[config.mk]
export PLATFORM = sky130hd
export DESIGN_NAME = ringdma_pipe
export DESIGN_NICKNAME = d
export VERILOG_FILES = /design/src/rtl/ringdma_pkg.sv /design/src/rtl/ringdma_regs.sv /design/src/rtl/ringdma_fsm.sv /design/src/rtl/ringdma_pipe.sv
export SDC_FILE = /design/constraint.sdc
export NUM_CORES = 1
export LEC_CHECK = 0
export CAP_MARGIN = 20
export CORE_ASPECT_RATIO = 0.8
export CORE_MARGIN = 1.5
export CORE_UTILIZATION = 40
export DETAILED_ROUTE_END_ITERATION = 16
export GPL_ROUTABILITY_DRIVEN = 0
export PLACE_DENSITY_LB_ADDON = 0.15
export SYNTH_ARGS = -nofsm -noshare
export SYNTH_HDL_FRONTEND = slang
export SYNTH_SLANG_ARGS = --single-unit
[constraint.sdc]
create_clock -name clk -period 8 [get_ports clk]
set_input_delay 1.6 -clock clk [delete_from_list [all_inputs] [get_ports clk]]
set_output_delay 1.6 -clock clk [all_outputs]
set_load 0.01 [all_outputs]
[src/rtl/ringdma_pkg.sv]
package ringdma_pkg;
    localparam int DESC_BYTES = 8;

    // Word layout: flags in the top half-word, count below it, address low.
    typedef struct packed {
        logic [15:0] flags;
        logic [15:0] count;
        logic [31:0] addr;
    } ring_desc_t;

    typedef enum logic [2:0] {
        ST_IDLE,
        ST_FETCH,
        ST_MOVE,
        ST_RETIRE,
        ST_FAULT
    } pipe_state_t;

    localparam int FLG_IRQ   = 15;
    localparam int FLG_EOT   = 14;
    localparam int FLG_EOB   = 13;
    localparam int FLG_FENCE = 12;

    localparam int CTL_EN  = 1;
    localparam int CTL_DIR = 3;
    localparam int CTL_SYS = 5;

    // Register word indices (byte offset / 4).
    localparam int RG_CTRL  = 0;
    localparam int RG_RESET = 1;
    localparam int RG_HALT  = 2;
    localparam int RG_BASE  = 3;
    localparam int RG_SIZE  = 4;
    localparam int RG_PROD  = 5;
    localparam int RG_CONS  = 6;
endpackage

[src/rtl/ringdma_regs.sv]
module ringdma_regs
    import ringdma_pkg::*;
#(
    parameter int RA_W     = 5,
    parameter int OFS_W    = 16,
    parameter int AW       = 32,
    parameter int DEF_SIZE = 32768
) (
    input  logic             clk,
    input  logic             rst_n,
    input  logic             reg_wr,
    input  logic [RA_W-1:0]  reg_addr,
    input  logic [31:0]      reg_wdata,
    output logic [31:0]      reg_rdata,
    input  logic [OFS_W-1:0] cons_i,
    output logic             clr_o,
    output logic             en_o,
    output logic             dir_o,
    output logic             halt_o,
    output logic [AW-1:0]    base_o,
    output logic [OFS_W-1:0] size_o,
    output logic [OFS_W-1:0] prod_o
);
    localparam int IDX_W = RA_W - 2;
    localparam logic [5:0] CTL_MASK = 6'(1 << CTL_EN) | 6'(1 << CTL_DIR) | 6'(1 << CTL_SYS);

    logic [IDX_W-1:0] idx;
    logic             rst_q;
    logic [5:0]       ctrl_q;
    logic             halt_q;
    logic [AW-1:0]    base_q;
    logic [OFS_W-1:0] size_q;
    logic [OFS_W-1:0] prod_q;
    logic             unused_addr_bits;

    assign idx              = reg_addr[RA_W-1:2];
    assign unused_addr_bits = ^reg_addr[1:0];

    always_ff @(posedge clk or negedge rst_n) begin
        if (!rst_n) begin
            rst_q  <= 1'b0;
            ctrl_q <= '0;
            halt_q <= 1'b0;
            base_q <= '0;
            size_q <= OFS_W'(DEF_SIZE);
            prod_q <= '0;
        end else begin
            if (reg_wr && idx == IDX_W'(RG_RESET))
                rst_q <= reg_wdata[0];
            if (rst_q) begin
                ctrl_q <= '0;
                halt_q <= 1'b0;
                base_q <= '0;
                size_q <= OFS_W'(DEF_SIZE);
                prod_q <= '0;
            end else if (reg_wr) begin
                case (idx)
                    IDX_W'(RG_CTRL): ctrl_q <= reg_wdata[5:0] & CTL_MASK;
                    IDX_W'(RG_HALT): halt_q <= reg_wdata[0];
                    IDX_W'(RG_BASE): base_q <= {reg_wdata[AW-1:3], 3'b000};
                    IDX_W'(RG_SIZE): size_q <= reg_wdata[OFS_W-1:0];
                    IDX_W'(RG_PROD): prod_q <= {reg_wdata[OFS_W-1:3], 3'b000};
                    default: ;
                endcase
            end
        end
    end

    always_comb begin
        case (idx)
            IDX_W'(RG_CTRL):  reg_rdata = 32'(ctrl_q);
            IDX_W'(RG_RESET): reg_rdata = 32'(rst_q);
            IDX_W'(RG_HALT):  reg_rdata = 32'(halt_q);
            IDX_W'(RG_BASE):  reg_rdata = 32'(base_q);
            IDX_W'(RG_SIZE):  reg_rdata = 32'(size_q);
            IDX_W'(RG_PROD):  reg_rdata = 32'(prod_q);
            IDX_W'(RG_CONS):  reg_rdata = 32'(cons_i);
            default:          reg_rdata = '0;
        endcase
    end

    assign clr_o  = rst_q;
    assign en_o   = ctrl_q[CTL_EN];
    assign dir_o  = ctrl_q[CTL_DIR];
    assign halt_o = halt_q;
    assign base_o = base_q;
    assign size_o = size_q;
    assign prod_o = prod_q;

    // While the pipe reset is held, writes other than to the reset register are dropped.
    AST_HELD_RESET_DEFAULTS: assert property (@(posedge clk) disable iff (!rst_n)
        (rst_q && $past(rst_q)) |-> (prod_q == '0 && base_q == '0))
        else $error("pipe reset did not hold defaults");
endmodule

[src/rtl/ringdma_fsm.sv]
module ringdma_fsm
    import ringdma_pkg::*;
#(
    parameter int OFS_W = 16,
    parameter int AW    = 32
) (
    input  logic             clk,
    input  logic             rst_n,
    input  logic             clr_i,
    input  logic             en_i,
    input  logic             halt_i,
    input  logic [AW-1:0]    base_i,
    input  logic [OFS_W-1:0] size_i,
    input  logic [OFS_W-1:0] prod_i,
    output logic [OFS_W-1:0] cons_o,
    output logic             mem_req_o,
    output logic [AW-1:0]    mem_addr_o,
    input  logic             mem_ack_i,
    input  logic [63:0]      mem_rdata_i,
    output logic             mv_req_o,
    output logic [31:0]      mv_addr_o,
    output logic [15:0]      mv_len_o,
    output logic             mv_fence_o,
    input  logic             mv_done_i,
    input  logic             mv_err_i,
    output logic             ev_desc_o,
    output logic             ev_eot_o,
    output logic             ev_eob_o,
    output logic             ev_err_o
);
    pipe_state_t      state_q, state_d;
    ring_desc_t       desc_q, fetched;
    logic [OFS_W-1:0] cons_q;
    logic [OFS_W:0]   cons_step;
    logic [OFS_W-1:0] cons_next;
    logic             has_work;
    logic             unused_flag_bits;

    assign fetched          = ring_desc_t'(mem_rdata_i);
    assign has_work         = en_i && !halt_i && (cons_q != prod_i);
    assign cons_step        = {1'b0, cons_q} + (OFS_W+1)'(DESC_BYTES);
    assign cons_next        = (cons_step >= {1'b0, size_i}) ? '0 : cons_step[OFS_W-1:0];
    assign unused_flag_bits = ^desc_q.flags[11:0];

    always_comb begin
        state_d = state_q;
        unique case (state_q)
            ST_IDLE:   if (has_work) state_d = ST_FETCH;
            ST_FETCH:  if (mem_ack_i) state_d = (fetched.count == '0) ? ST_RETIRE : ST_MOVE;
            ST_MOVE:   if (mv_err_i) state_d = ST_FAULT;
                       else if (mv_done_i) state_d = ST_RETIRE;
            ST_RETIRE: state_d = ST_IDLE;
            ST_FAULT:  state_d = ST_FAULT;
            default:   state_d = ST_IDLE;
        endcase
    end

    always_ff @(posedge clk or negedge rst_n) begin
        if (!rst_n)      state_q <= ST_IDLE;
        else if (clr_i)  state_q <= ST_IDLE;
        else             state_q <= state_d;
    end

    always_ff @(posedge clk or negedge rst_n) begin
        if (!rst_n) begin
            cons_q <= '0;
            desc_q <= '0;
        end else if (clr_i) begin
            cons_q <= '0;
            desc_q <= '0;
        end else begin
            if (state_q == ST_FETCH && mem_ack_i) desc_q <= fetched;
            if (state_q == ST_RETIRE)             cons_q <= cons_next;
        end
    end

    always_comb begin
        mem_req_o  = (state_q == ST_FETCH);
        mem_addr_o = base_i + AW'(cons_q);
        mv_req_o   = (state_q == ST_MOVE);
        mv_addr_o  = desc_q.addr;
        mv_len_o   = desc_q.count;
        mv_fence_o = (state_q == ST_MOVE) && desc_q.flags[FLG_FENCE];
        ev_desc_o  = (state_q == ST_RETIRE) && desc_q.flags[FLG_IRQ];
        ev_eot_o   = (state_q == ST_RETIRE) && desc_q.flags[FLG_EOT];
        ev_eob_o   = (state_q == ST_RETIRE) && desc_q.flags[FLG_EOB];
        ev_err_o   = (state_q == ST_FAULT);
    end

    assign cons_o = cons_q;

    AST_NO_FETCH_WITHOUT_WORK: assert property (@(posedge clk) disable iff (!rst_n || clr_i)
        (state_q == ST_IDLE && !has_work) |=> !mem_req_o)
        else $error("fetch issued with no work");

    AST_CONS_STEP: assert property (@(posedge clk) disable iff (!rst_n || clr_i)
        !$stable(cons_q) |-> (cons_q == '0 || 32'(cons_q) == 32'($past(cons_q)) + DESC_BYTES))
        else $error("consumer moved by other than one descriptor");

    AST_ZERO_NO_MOVE: assert property (@(posedge clk) disable iff (!rst_n || clr_i)
        (state_q == ST_FETCH && mem_ack_i && fetched.count == '0) |=> !mv_req_o)
        else $error("zero-count descriptor reached the mover");

    AST_FAULT_HOLD: assert property (@(posedge clk) disable iff (!rst_n || clr_i)
        ev_err_o |=> (ev_err_o && !mem_req_o))
        else $error("pipe left the fault state without reset");

    AST_ONE_PORT_BUSY: assert property (@(posedge clk) disable iff (!rst_n)
        !(mem_req_o && mv_req_o))
        else $error("fetch and move requested together");

    AST_EVENT_PULSE: assert property (@(posedge clk) disable iff (!rst_n || clr_i)
        (ev_desc_o || ev_eot_o || ev_eob_o) |=> !(ev_desc_o || ev_eot_o || ev_eob_o))
        else $error("completion event longer than one cycle");
endmodule

[src/rtl/ringdma_pipe.sv]
module ringdma_pipe
    import ringdma_pkg::*;
#(
    parameter int RA_W     = 5,
    parameter int OFS_W    = 16,
    parameter int AW       = 32,
    parameter int DEF_SIZE = 32768
) (
    input  logic            clk,
    input  logic            rst_n,
    input  logic            reg_wr,
    input  logic [RA_W-1:0] reg_addr,
    input  logic [31:0]     reg_wdata,
    output logic [31:0]     reg_rdata,
    output logic            mem_req,
    output logic [AW-1:0]   mem_addr,
    input  logic            mem_ack,
    input  logic [63:0]     mem_rdata,
    output logic            mv_req,
    output logic [31:0]     mv_addr,
    output logic [15:0]     mv_len,
    output logic            mv_to_mem,
    output logic            mv_fence,
    input  logic            mv_done,
    input  logic            mv_err,
    output logic            ev_desc,
    output logic            ev_eot,
    output logic            ev_eob,
    output logic            ev_err
);
    logic             clr, en, dir, halt;
    logic [AW-1:0]    base;
    logic [OFS_W-1:0] size, prod, cons;

    ringdma_regs #(.RA_W(RA_W), .OFS_W(OFS_W), .AW(AW), .DEF_SIZE(DEF_SIZE)) u_regs (
        .clk(clk), .rst_n(rst_n), .reg_wr(reg_wr), .reg_addr(reg_addr),
        .reg_wdata(reg_wdata), .reg_rdata(reg_rdata), .cons_i(cons),
        .clr_o(clr), .en_o(en), .dir_o(dir), .halt_o(halt),
        .base_o(base), .size_o(size), .prod_o(prod)
    );

    ringdma_fsm #(.OFS_W(OFS_W), .AW(AW)) u_fsm (
        .clk(clk), .rst_n(rst_n), .clr_i(clr), .en_i(en), .halt_i(halt),
        .base_i(base), .size_i(size), .prod_i(prod), .cons_o(cons),
        .mem_req_o(mem_req), .mem_addr_o(mem_addr), .mem_ack_i(mem_ack),
        .mem_rdata_i(mem_rdata), .mv_req_o(mv_req), .mv_addr_o(mv_addr),
        .mv_len_o(mv_len), .mv_fence_o(mv_fence), .mv_done_i(mv_done),
        .mv_err_i(mv_err), .ev_desc_o(ev_desc), .ev_eot_o(ev_eot),
        .ev_eob_o(ev_eob), .ev_err_o(ev_err)
    );

    assign mv_to_mem = dir;
endmodule

=== After elaboration in Yosys (flattened, before gate mapping) ===
Index checks and enable logic that the tools add are counted.

* Register bits: 155
* Input port bits: 107
* Output and inout port bits: 120
* Logic and storage cells: 82

* Add/sub/neg operators: 2
* $lt $le $gt $ge: 1
* Equality and inequality tests: 14
* Muxes and demuxes: 28
* Reductions and logical operators: 26

{| class="wikitable"
|+ Operator list
! kind !! count
|-
| $pmux 32 s7 || 1
|-
| $mux 16 || 9
|-
| $mux 64 || 2
|-
| $mux 32 || 3
|-
| $add 32x16->32 || 1
|-
| $mux 6 || 3
|-
| $add 16x4->17 const B || 1
|-
| $ge 17x16->1 || 1
|-
| $logic_not 16->1 || 1
|-
| $ne 16x16->1 || 1
|-
| $reduce_bool 2->1 || 8
|-
| $mux 3 || 5
|-
| $eq 3x2->1 const B || 4
|-
| $eq 3x3->1 const B || 4
|-
| $pmux 3 s4 || 1
|-
| $reduce_and 2->1 || 5
|-
| $logic_and 1x1->1 || 8
|-
| $eq 3x1->1 const B || 2
|-
| $logic_not 3->1 || 2
|-
| $mux 1 || 4
|-
| $ne 4x1->1 const B || 1
|-
| $ne 3x1->1 const B || 1
|-
| $ne 3x2->1 const B || 1
|-
| $reduce_and 3->1 || 1
|-
| $logic_not 1->1 || 1
|}

=== Longest topological paths before layout ===
Gate-level depths: netlist of run 1.

* Word-level depth: 6
* Gate-level depth with buffers: 14
* Depth with buffers taken out: 12

=== Cells and area by module ===
Synthesis of run 1 repeated with hierarchy kept, for this count alone.

* Cell total of the unflattened synthesis: 820
* Area total of the unflattened synthesis: 7780.0 um2

{| class="wikitable"
|+ Modules (own cells, without submodules)
! module !! instances !! cells an instance !! area each (um2) !! sequential area each (um2)
|-
| ringdma_fsm || 1 || 451 || 4479.3 || 1701.6
|-
| ringdma_regs || 1 || 369 || 3300.7 || 1577.8
|}

=== Least setup slack after synthesis of run 1 ===
No wires, ideal clock.

* Kind: input -> output
* Start: input reg_addr[4]
* End: output reg_rdata[0]
* Arrival time: 2556 ps
* Required time: 6400 ps
* Path slack: 3844 ps
* Stages: 4
* Path buffers: 1
* Cells stage by stage: nor2b_1 -> clkbuf_1 -> a22oi_1 -> o21ai_0

* Cells in the longest elaborated chain, start to end: 2
* Elaborated cells between the ends (all ways): 8
* Classes of those cells: 6 x eq/ne; 1 x mux; 1 x reduce/logical

{| class="wikitable"
|+ Ends and longest elaborated chain
! item !! RTL line !! source
|-
| from (decl) || ringdma_pipe.sv:12 || <nowiki>input logic [RA_W-1:0] reg_addr,</nowiki>
|-
| $eq 3x3->1, or another cell as far along || ringdma_regs.sv:70 || <nowiki>case (idx)</nowiki>
|-
| $pmux 32 s7 (*) || ringdma_regs.sv:70 ||
|-
| to (decl) || ringdma_pipe.sv:14 || <nowiki>output logic [31:0] reg_rdata,</nowiki>
|}

Every way passes the cells marked *; elsewhere a longest branch is shown, timed or not.

=== Final worst setup path of run 1 ===
* Start: input reg_addr[3]
* End: output reg_rdata[0]

The elaborated chain is that of the path after synthesis.

==> results by stage, run 1 <==
Drt:
- In the routed design, unresolved DRC markers number 0.
- The routed wire length is 24,800 um.
- For this block, the via count after detailed routing is 7,254.
- The iteration count of the initial detailed-routing pass is 5.
- The count of nets left with antenna violations once routing finished came out at 0.
- In the final routed layout, each cell accounts on average for approximately 18 um.
- For this block, the initial DRC count from the detailed router was 585.
- The via count normalized by instance count is 5.23.

Min path:
- The worst min-delay path class is reg2reg.

STA:
- The final number of hold-violating endpoints is 0.
- The worst path uses 77.5% of the clock period.
- The total negative slack for setup checks is 0 ns.
- The slew of the pin with the lowest slew margin is ~1.2 ns.
- The total count of max-transition violations in the final report came to 0.
- On the final layout, the worst clock skew is ~0.0095 ns.
- Setup repair after global routing left no endpoint under its margin.
- The worst hold slack after final layout is 0.502 ns.
- Measured against its own limit, the worst slew margin works out to 22.0%.
- The achievable frequency is around 0.16 GHz.
- Setup violations remaining at the end of the flow were counted as 0.
- The minimum clock period after layout is between 6 and 7 ns.

Worst setup path:
- The maximum fanout encountered on the critical timing path is 15.
- The sort of element at the end of the critical path is an output port.
- For the worst setup path, the data required time is 6.40 ns.
- STA classifies the critical path startpoint as a primary input.
- The category of the critical setup timing path is in2out.
- At the worst endpoint, the arrival time is about 4.6 ns.

Clocking:
- The master cell of the clock root buffer is sky130_fd_sc_hd__clkbuf_16.
- The count of instances resized after the clock tree is built is 0.
- For this design, the sink count on the clock tree is around 130.
- The CTS tree is built.
- The deepest level of the CTS H-tree is 4.
- The maximum root-to-sink buffer count is 2.
- The post-CTS clock slew at the launch and capture registers of the worst setup and hold paths is about 0.060 ns.
- The number of buffers inserted during clock tree synthesis is 17.
- The number of buffers inserted by hold repair at cts is 0.
- The buffer count from post-CTS setup fixing is 0.
- At the later pin of the worst-skew pair, clock insertion delay measures between 0.4 and 0.5 ns.

Synthesis:
- After synthesis, the share of flip-flops with an asynchronous set or reset is 100%.
- The cell area after synthesis is 7990 um^2.
- The leading register cell type out of synthesis is sky130_fd_sc_hd__dfrtp_1.
- For this run, the number of Yosys warnings is 0.
- The average instance in the mapped netlist occupies 8.13 um^2.
- The number of distinct library cells after synthesis is 56.
- Sequential elements use between 40 and 50% of the synthesized area.
- The number of synthesized flops with an enable pin is 0.
- The flip-flop and latch count after synthesis is approximately 130.
- The number of instances in the synthesized netlist is 983.

Power:
- In this run the static leakage power is 0.00448 uW.
- Sequential cells burn between 30 and 40% of the power.
- Net switching is between 30% and 40% of the power.
- The maximum resistive drop on vdd is 182 uV.
- The share of total power dissipated in combinational logic is 24.8%.
- The cell area power density is approximately 200 nW/um^2.
- The switching power is slightly below 700 uW.
- The cell-internal power is 1430 uW.
- The portion of total power attributed to the clock network is 36.1%.

Final layout:
- The layout cell share with drive strength beyond 1 is 4.80%.
- The count of cells in the finished layout, fillers not included, comes to 1,388.
- The filler cells instantiated in the layout total 1,915.
- Leaving out fill and tap cells, the most frequent cell in the layout is sky130_fd_sc_hd__nand2_1.
- After the last flow step, the layout net total stands at 1,246.
- The repair_antennas step left the layout with diodes totalling 0.
- In the layout the commonest cells are sky130_fd_sc_hd__nand2_1 (270), sky130_fd_sc_hd__clkdlybuf4s50_1 (208), sky130_fd_sc_hd__a21oi_1 (132), sky130_fd_sc_hd__dfrtp_1 (129), sky130_fd_sc_hd__nor2_1 (32).
- Compared with the post-synthesis result, the final layout area differs by 30.8%.

Global routing:
- The initial antenna violation count is 0.
- The wire length of the first global-routing pass is 38,400 um.
- The global-route total usage across every layer is a little under a quarter.
- The residual overflow from global routing is 0.
- The number of global-route vias before repair is 6,778.
- The largest net degree at the start of global routing is 98.

Die:
- Once the floorplan was initialized, standard cells occupied approximately two fifths of the core.
- From bottom edge to top edge, the die measures 129 um.
- The full die area is 20,800 um^2.
- After floorplanning, the core was sized to cover 19,700 um^2.
- The floorplan step set the die width to between 150 and 200 um.
- During I/O placement, the number of pins put on the boundary was 227.
- The floorplan has 46 rows.

Flow run:
- Max-cap violations in this run came to 0.

Place:
- The count of buffers added on input and output ports is 209.
- Counting tap cells, the placed design contains a total of 1,355 instances.
- The post-detailed-placement half-perimeter wirelength is 17,700 um.

Run status:
- The flow ran to the end, and the final reports show no timing, DRC or antenna violations.
-- power groups by stage --
stage          combinational (uW)  clock (uW)  sequential, uW
4_1_cts                       531         783             827
3_5_place_dp                  528           0             839
2_1_floorplan                 347           0             795
6_report                      526         764             828
5_1_grt                       573         813             840
3_3_place_gp                  523           0             836
-- state kept, by name, summed over array words and instances, names as in the netlist --
signal / flops
u_fsm.cons_o: 13
u_fsm.desc_q: 4
u_fsm.mv_addr_o: 32
u_fsm.mv_len_o: 16
u_fsm.state_q: 3
u_regs.base_o: 29
u_regs.clr_o: 1
u_regs.ctrl_q: 3
u_regs.halt_o: 1
u_regs.prod_o: 13
u_regs.size_o: 16
-- cell type report --
cell class | instances | area [um^2] | share of cell area (%)
clock inverters | 15 | 149 | 1.43
flip-flops and latches | 131 | 3280 | 31.4
repair buffers | 218 | 2170 | 20.8
clock buffers | 17 | 425 | 4.07
inverters | 27 | 101 | 0.970
multi-input cells | 716 | 3990 | 38.1
well taps | 264 | 330 | 3.16
-- synthesized netlist by cell type, drive strengths merged, types with 6 or more instances --
cell | instances | area (um^2)
a21o | 8 | 60.1
ha | 27 | 338
nor3 | 8 | 40.0
nand4 | 12 | 81.3
nor2 | 33 | 126
clkbuf | 40 | 151
o21ai | 29 | 145
and3 | 24 | 150
nand2 | 270 | 1010
mux2i | 18 | 180
buf | 71 | 487
dfrtp | 130 | 3250
a22o | 12 | 105
xnor2 | 29 | 254
nor4 | 7 | 58.8
a211oi | 6 | 45.0
xor2 | 17 | 149
a21oi | 132 | 661
nand3 | 20 | 100
nand2b | 13 | 81.3
inv | 27 | 101
-- cell families after synthesis --
group,synth area share [%]
AOI/OAI and AO/OA,14.9
xor gates and xnor gates,5.04
buffers and inverters,9.26
other,0.0469
DFF,41.1
muxes,2.40
adders and majority gates,4.48
and+or+nand+nor,22.8
-- metal layers --
metal / part of all wire (%) / track usage [%] / wire length [um]
met1: 48 / 35.3 / 12000
met2: 43 / 35.4 / 10700
met3: 7.1 / 5.67 / 1760
met4: 1.2 / 5.72 / 298
met5: 0 / 0 / 0
-- worst max-delay path: stages --
cell                              delay, ns
sky130_fd_sc_hd__clkdlybuf4s50_1       0.67
sky130_fd_sc_hd__buf_4                 0.34
sky130_fd_sc_hd__nor2b_1               0.91
sky130_fd_sc_hd__a22oi_1               0.20
sky130_fd_sc_hd__o21ai_0               0.19
sky130_fd_sc_hd__clkdlybuf4s50_1       0.68
-- worst paths after layout --
path	start	endpoint	slack (ns)	cells past startpoint
min in group asynchronous	rst_n	u_regs.base_o[4]	1.25	1
worst min-delay path	u_regs.size_o[15]	u_regs.size_o[15]	0.50	2
worst max register to register	u_fsm.cons_o[7]	u_fsm.cons_o[10]	4.78	12
worst max-delay path	reg_addr[3]	reg_rdata[0]	1.80	6
max in group asynchronous	rst_n	u_regs.clr_o	5.51	2
worst min register to register	u_regs.size_o[15]	u_regs.size_o[15]	0.50	2
-- stage by stage --
step	utilization, %	worst slack [ns]	area, um^2	power [uW]
2_1_floorplan	-	3.84	8000	1140
3_3_place_gp	50.0	1.87	9850	1360
3_5_place_dp	50.1	1.79	9860	1370
4_1_cts	53.0	1.80	10400	2140
5_1_grt	53.1	1.63	10400	2230
6_report	53.1	1.80	10400	2120
Power figures use the tool's default switching activity.
==> run 2, diff against run 1 <==
==> constraint.sdc (replaced) <==
create_clock -name clk -period 5.49 [get_ports clk]
set_input_delay 1.098 -clock clk [delete_from_list [all_inputs] [get_ports clk]]
set_output_delay 1.098 -clock clk [all_outputs]
set_load 0.01 [all_outputs]
==> results by stage, run 2 (same netlist as run 1, synthesis figures left out) <==
Drt:
- The met3 wirelength from detailed routing is 1860 um (was 1760 um).
- The topmost layer with routed signal wires is met4 (unchanged).
- The wire length the detailed router placed on met1 was 12,200 um (was 12,000 um).
- The average wire per standard cell was 17.7 um (was 17.9 um).
- The iteration count of the initial detailed-routing pass was 5 (unchanged).
- The count of antenna-violating nets left after detailed routing is 0 (unchanged).
- The final routed DRC violation total is 0 (unchanged).
- The met2 wirelength from detailed routing is 10,400 um (was 10,700 um).
- The count of routing violations after the opening detailed-route iteration was 727 (was 585).
- The detailed-route via count is 7,302 (was 7,254).
- The via count normalized by instance count is 5.25 (was 5.23).
- The routed wire length is 24,600 um (was 24,800 um).

Clocking:
- The number of buffers inserted by hold repair at cts is 0 (unchanged).
- The post-CTS clock slew at the launch and capture registers of the worst setup and hold paths is 0.06 ns (about the same).
- The number of buffers inserted during clock tree synthesis is 17 (unchanged).
- The deepest level of the CTS H-tree was 4 (unchanged).
- The buffer count from post-CTS setup fixing was 0 (unchanged).
- The CTS tree was built (unchanged).
- The maximum root-to-sink buffer count was 2 (unchanged).
- The clock latency on the worst-skew pair is 0.42 ns (about the same).
- The number of clock sinks seen by CTS is 131 (unchanged).
- The count of instances resized after the clock tree is built was 0 (unchanged).
- The master cell of the clock root buffer is sky130_fd_sc_hd__clkbuf_16 (unchanged).

STA:
- The relative max-transition margin is 30.0% (was 22.0%).
- Of the available clock period, the critical path in the final layout requires 89.8%.
- The final number of hold-violating endpoints came to 0 (unchanged).
- The total count of max-transition violations in the final report is 0 (unchanged).
- The slew of the pin with the lowest slew margin came to 1.05 ns (was 1.17 ns).
- The smallest clock period supported by the final layout is computed as 4.93 ns.
- The achievable frequency is around 0.20 GHz.
- The worst clock skew is 0.00886 ns (was 0.00949 ns).
- The total negative slack for setup checks was 0 ns (unchanged).
- Unrepaired setup endpoints after global routing: no (unchanged).
- The worst hold slack after final layout is 0.505 ns (was 0.502 ns).
- The number of endpoints failing setup at the final stage came to 0 (unchanged).

Die:
- The number of ports placed on the die boundary was 227 (unchanged).
- The die height is 129 um (unchanged).
- The floorplan core area is 19,700 um^2 (unchanged).
- The starting utilization of the core area was 40.6% (unchanged).
- The die extent in x is 161 um (unchanged).
- The number of rows created at floorplan was 46 (unchanged).
- The full die area is 20,800 um^2 (unchanged).

Final layout:
- The commonest non-fill, non-tap cell in the layout is sky130_fd_sc_hd__nand2_1 (unchanged).
- The number of flip-flops in the largest register is 32 (unchanged).
- The number of filler cells placed in the layout is 1,903 (was 1,915).
- The layout overhead on the synthesized area is 31.7% (was 30.8%).
- Leading cell types in the layout, fill and taps excluded: sky130_fd_sc_hd__nand2_1 (270), sky130_fd_sc_hd__clkdlybuf4s50_1 (208), sky130_fd_sc_hd__a21oi_1 (132), sky130_fd_sc_hd__dfrtp_1 (129), sky130_fd_sc_hd__nor2_1 (32) (unchanged).
- The number of antenna repair diodes was 0 (unchanged).
- The number of non-filler instances in the completed layout was 1,391 (was 1,388).
- The sequential cell area is 3280 um^2 (unchanged).
- The final-stage net count was 1,250 (was 1,246).
- The layout cell share with drive strength beyond 1 was 5.06% (was 4.80%).
- The multi-input logic area is 3990 um^2 (unchanged).

Worst setup path:
- Series of cell instances along the critical path: ha_1, inv_1, fa_1, nand2b_1, a21oi_1, o21ai_1, a31o_2, nor4_4, xor2_1, clkdlybuf4s50_1 (was clkdlybuf4s50_1, buf_4, nor2b_1, a22oi_1, o21ai_0, clkdlybuf4s50_1).
- The combined buffer and inverter count along the critical path was 2 (was 3).
- The cell class contributing the biggest share of worst-path delay is compound AO/OA/AOI/OAI gates (was buffers and inverters).
- The path depth of the worst reg2reg path was 12 (unchanged).
- The worst endpoint required time came to 4.39 ns (was 6.40 ns).
- The number of stages on the worst setup path is 10 (was 6).
- The maximum single-stage delay on the critical path is 0.61 ns (was 0.91 ns).
- The startpoint type of the worst setup path is a flip-flop (was primary input).
- The maximum fanout encountered on the critical timing path was 10 (was 15).
- The data arrival at the endpoint of the critical path is 3.83 ns (was 4.60 ns).
- The category of the critical setup timing path is reg2out (was in2out).
- The sort of element at the end of the critical path is an output port (unchanged).
- The standard cell with the maximum stage delay on the critical path is sky130_fd_sc_hd__dfrtp_1 (was sky130_fd_sc_hd__nor2b_1).

Global routing:
- The global-route total usage across every layer is 23.9% (about the same).
- The largest net degree at the start of global routing is 95 (was 98).
- The initial antenna violation count came to 0 (unchanged).
- The wire length of the first global-routing pass is 38,500 um (was 38,400 um).
- The residual overflow from global routing is 0 (unchanged).
- The number of global-route vias before repair came to 6,701 (was 6,778).

Place:
- The cell count after placement is 1,358 (was 1,355).
- The post-detailed-placement half-perimeter wirelength is 17,500 um (was 17,700 um).
- The count of input and output buffers is 209 (unchanged).

Min path:
- The worst min-delay path class is reg2reg (unchanged).
- The instance count along the most critical hold path is 2 (unchanged).

Power:
- The cell area power density is 302 nW/um^2 (was 203 nW/um^2).
- The maximum resistive drop on vdd came to 210 uV (was 182 uV).
- The leakage power total was 0.00452 uW (was 0.00448 uW).
- The total chip power is 3180 uW (was 2120 uW).

Flow run:
- The max-cap violation count is 0 (unchanged).

Run status:
- Outcome: finished, final reports clean (unchanged).
==> run 2: per-stage QoR <==
step	cell area (um^2)	util, %	setup WS [ns]
6_report	10500	53.5	0.559
5_1_grt	10500	53.5	0.340
4_1_cts	10500	53.3	0.533
3_5_place_dp	9880	50.2	0.663
3_3_place_gp	9880	50.2	0.663
2_1_floorplan	8000	-	2.03
==> run 2: path summary, 6_finish.rpt <==
check,slack (ns),end,startpoint
max,0.56,mem_addr[31],u_fsm.cons_o[3]
min,0.51,u_regs.size_o[15],u_regs.size_o[15]
max in group asynchronous,3.62,u_regs.base_o[19],rst_n
min in group asynchronous,0.74,u_regs.base_o[10],rst_n
min reg2reg,0.51,u_regs.size_o[15],u_regs.size_o[15]
max reg2reg,2.18,u_fsm.cons_o[10],u_fsm.cons_o[5]
==> run 2: cell type report <==
class                      count  area share (%)
clock inverter                13            1.76
sequential                   131            31.2
multi-input combinational    716            37.9
timing repair buffer         222            20.9
clock buffer                  18            4.17
tap                          264            3.14
inverter                      27           0.963
==> run 2: worst reg2reg max path, stage by stage (launching register included) <==
cell	delay, ns
sky130_fd_sc_hd__dfrtp_1	0.64
sky130_fd_sc_hd__nand4_2	0.22
sky130_fd_sc_hd__nor2_2	0.25
sky130_fd_sc_hd__nand3_1	0.16
sky130_fd_sc_hd__or3_1	0.41
sky130_fd_sc_hd__nand2_1	0.12
sky130_fd_sc_hd__ha_1	0.26
sky130_fd_sc_hd__a211oi_1	0.20
sky130_fd_sc_hd__o21ai_0	0.10
sky130_fd_sc_hd__a21oi_1	0.17
sky130_fd_sc_hd__o211ai_2	0.31
sky130_fd_sc_hd__nor4_1	0.30
sky130_fd_sc_hd__a21o_1	0.11
==> run 2: power breakdown <==
group	total [uW]	internal, uW	switching, uW
clock	1210	769	439
sequential	1200	1080	118
combinational	772	360	412
==> run 2: metal layers <==
metal	track usage [%]	vias to the layer above
li1	-	3511
met5	0	-
met2	33.5	286
met1	37.1	3490
met4	5.34	0
met3	5.19	15
==> run 3, diff against run 2 <==
--- a/config.mk
+++ b/config.mk
@@ -11,6 +11,7 @@
 export CORE_UTILIZATION = 40
 export DETAILED_ROUTE_END_ITERATION = 16
 export GPL_ROUTABILITY_DRIVEN = 0
+export MAX_ROUTING_LAYER = met4
 export PLACE_DENSITY_LB_ADDON = 0.15
 export SYNTH_ARGS = -nofsm -noshare
 export SYNTH_HDL_FRONTEND = slang
==> results by stage, run 3 (same netlist as run 1, synthesis figures left out) <==
Run status:
- Outcome: finished, final reports clean (unchanged).

Worst setup path:
- The combined buffer and inverter count along the critical path is 2 (unchanged).
- The data arrival at the endpoint of the critical path came to 3.83 ns (about the same).
- The startpoint type of the worst setup path is a flip-flop (unchanged).
- The cell class contributing the biggest share of worst-path delay is compound AO/OA/AOI/OAI gates (unchanged).
- The worst endpoint required time was 4.39 ns (about the same).
- The maximum single-stage delay on the critical path is 0.61 ns (about the same).
- Series of cell instances along the critical path: ha_1, inv_1, fa_1, nand2b_1, a21oi_1, o21ai_1, a31o_2, nor4_4, xor2_1, clkdlybuf4s50_1 (unchanged).
- The standard cell with the maximum stage delay on the critical path is sky130_fd_sc_hd__dfrtp_1 (unchanged).
- The sort of element at the end of the critical path is an output port (unchanged).
- The category of the critical setup timing path is reg2out (unchanged).
- The maximum fanout encountered on the critical timing path is 10 (unchanged).

Die:
- The number of ports placed on the die boundary is 227 (unchanged).
- The die height is 129 um (unchanged).
- The die extent in x is 161 um (unchanged).
- The floorplan core area is 19,700 um^2 (unchanged).
- The full die area is 20,800 um^2 (unchanged).
- The starting utilization of the core area was 40.6% (unchanged).
- The number of rows created at floorplan is 46 (unchanged).

Global routing:
- The initial antenna violation count is 0 (unchanged).
- The number of global-route vias before repair was 6,711 (was 6,701).
- The largest net degree at the start of global routing came to 95 (unchanged).
- The wire length of the first global-routing pass is 38,600 um (was 38,500 um).
- The residual overflow from global routing is 0 (unchanged).
- The global-route total usage across every layer is 24.6% (was 23.9%).

Final layout:
- Leading cell types in the layout, fill and taps excluded: sky130_fd_sc_hd__nand2_1 (270), sky130_fd_sc_hd__clkdlybuf4s50_1 (208), sky130_fd_sc_hd__a21oi_1 (132), sky130_fd_sc_hd__dfrtp_1 (129), sky130_fd_sc_hd__nor2_1 (32) (unchanged).
- The number of antenna repair diodes came to 0 (unchanged).
- The final-stage net count is 1,250 (unchanged).
- The layout overhead on the synthesized area was 31.7% (unchanged).
- The commonest non-fill, non-tap cell in the layout is sky130_fd_sc_hd__nand2_1 (unchanged).
- The layout cell share with drive strength beyond 1 is 5.06% (unchanged).
- The number of non-filler instances in the completed layout is 1,391 (unchanged).
- The number of flip-flops in the largest register came to 32 (unchanged).
- The core utilization of the finished layout is 53.5% (unchanged).

Drt:
- The routed wire length is 24,600 um (about the same).
- The count of antenna-violating nets left after detailed routing is 0 (unchanged).
- The average wire per standard cell is 17.7 um (about the same).
- The detailed-route via count was 7,243 (was 7,302).
- The count of routing violations after the opening detailed-route iteration is 720 (was 727).
- The final routed DRC violation total was 0 (unchanged).
- The iteration count of the initial detailed-routing pass is 5 (unchanged).
- The via count normalized by instance count is 5.21 (was 5.25).

Place:
- The count of input and output buffers is 209 (unchanged).
- The post-detailed-placement half-perimeter wirelength came to 17,500 um (unchanged).
- The post-place setup slack is 0.663 ns (unchanged).
- The cell count after placement came to 1,358 (unchanged).

Clocking:
- The maximum root-to-sink buffer count is 2 (unchanged).
- The number of buffers inserted during clock tree synthesis is 17 (unchanged).
- The post-CTS clock slew at the launch and capture registers of the worst setup and hold paths came to 0.06 ns (about the same).
- The clock latency on the worst-skew pair is 0.42 ns (about the same).
- The CTS tree is built (unchanged).
- The number of clock sinks seen by CTS came to 131 (unchanged).
- The master cell of the clock root buffer is sky130_fd_sc_hd__clkbuf_16 (unchanged).
- The number of buffers inserted by hold repair at cts is 0 (unchanged).
- The buffer count from post-CTS setup fixing is 0 (unchanged).
- The count of instances resized after the clock tree is built came to 0 (unchanged).
- The deepest level of the CTS H-tree is 4 (unchanged).

STA:
- The slew of the pin with the lowest slew margin came to 1.05 ns (about the same).
- The total count of max-transition violations in the final report came to 0 (unchanged).
- The achievable frequency is 0.203 GHz (about the same).
- The number of endpoints failing setup at the final stage is 0 (unchanged).
- The part of the cycle the worst path needs is 89.7% (was 89.8%).
- The total negative slack for setup checks is 0 ns (unchanged).
- The final number of hold-violating endpoints was 0 (unchanged).
- The worst clock skew is 0.00730 ns (was 0.00886 ns).
- Unrepaired setup endpoints after global routing: no (unchanged).
- The minimum clock period after layout is 4.92 ns (was 4.93 ns).
- The worst path setup slack after routing is 0.565 ns (was 0.559 ns).
- The relative max-transition margin is 29.9% (was 30.0%).

Power:
- The maximum resistive drop on vdd is 209 uV (was 210 uV).
- The leakage power total is 0.00452 uW (unchanged).
- The total chip power is 3180 uW (about the same).
- The cell area power density was 302 nW/um^2 (about the same).

Flow run:
- The max-cap violation count came to 0 (unchanged).

Min path:
- The worst min-delay path class was reg2reg (unchanged).
## run 3: through the flow
stage / hold WS (ns) / cell area (um^2)
5_1_grt: 0.515 / 10500
2_1_floorplan: 0.471 / 8000
6_report: 0.506 / 10500
4_1_cts: 0.508 / 10500
3_3_place_gp: 0.488 / 9880
3_5_place_dp: 0.500 / 9880
## run 3: final timing paths
| path | to | startpoint | cells after the start | slack (ns) |
|---|---|---|---|---|
| setup / recovery | mem_addr[31] | u_fsm.cons_o[3] | 10 | 0.57 |
| hold / removal | u_regs.size_o[15] | u_regs.size_o[15] | 2 | 0.51 |
| setup reg to reg | u_fsm.cons_o[10] | u_fsm.cons_o[7] | 12 | 2.20 |
| hold reg to reg | u_regs.size_o[15] | u_regs.size_o[15] | 2 | 0.51 |
| max in group asynchronous | u_regs.base_o[19] | rst_n | 2 | 3.62 |
| min in group asynchronous | u_regs.base_o[10] | rst_n | 1 | 0.75 |
## run 3: worst min-delay path, cell delays in order (launching register included)
cell and delay [ns]:
sky130_fd_sc_hd__dfstp_2 0.38, sky130_fd_sc_hd__nand2_1 0.05, sky130_fd_sc_hd__nand3b_1 0.06
## run 3: area by class of cell
class	instances	area, um^2
timing repair buffer	222	2200
multi-input combinational	716	3990
inverter	27	101
tap	264	330
clock buffer	18	439
sequential	131	3280
clock inverter	13	185
fill	1903	9160
## run 3: per-layer routing
layer / vias to the layer above / part of all wire [%] / GRT usage (%)
met1: 3462 / 50 / 37.1
li1: 3509 / - / -
met3: 18 / 7.0 / 5.15
met4: 0 / 0.90 / 5.34
met2: 254 / 42 / 33.5
met5: - / 0 / -
## run 3: where the power goes
part / internal (uW) / leakage, uW / total [uW] / switching (uW)
sequential: 1080 / 0.00180 / 1200 / 119
combinational: 360 / 0.00242 / 771 / 412
clock: 769 / 0.000302 / 1210 / 437
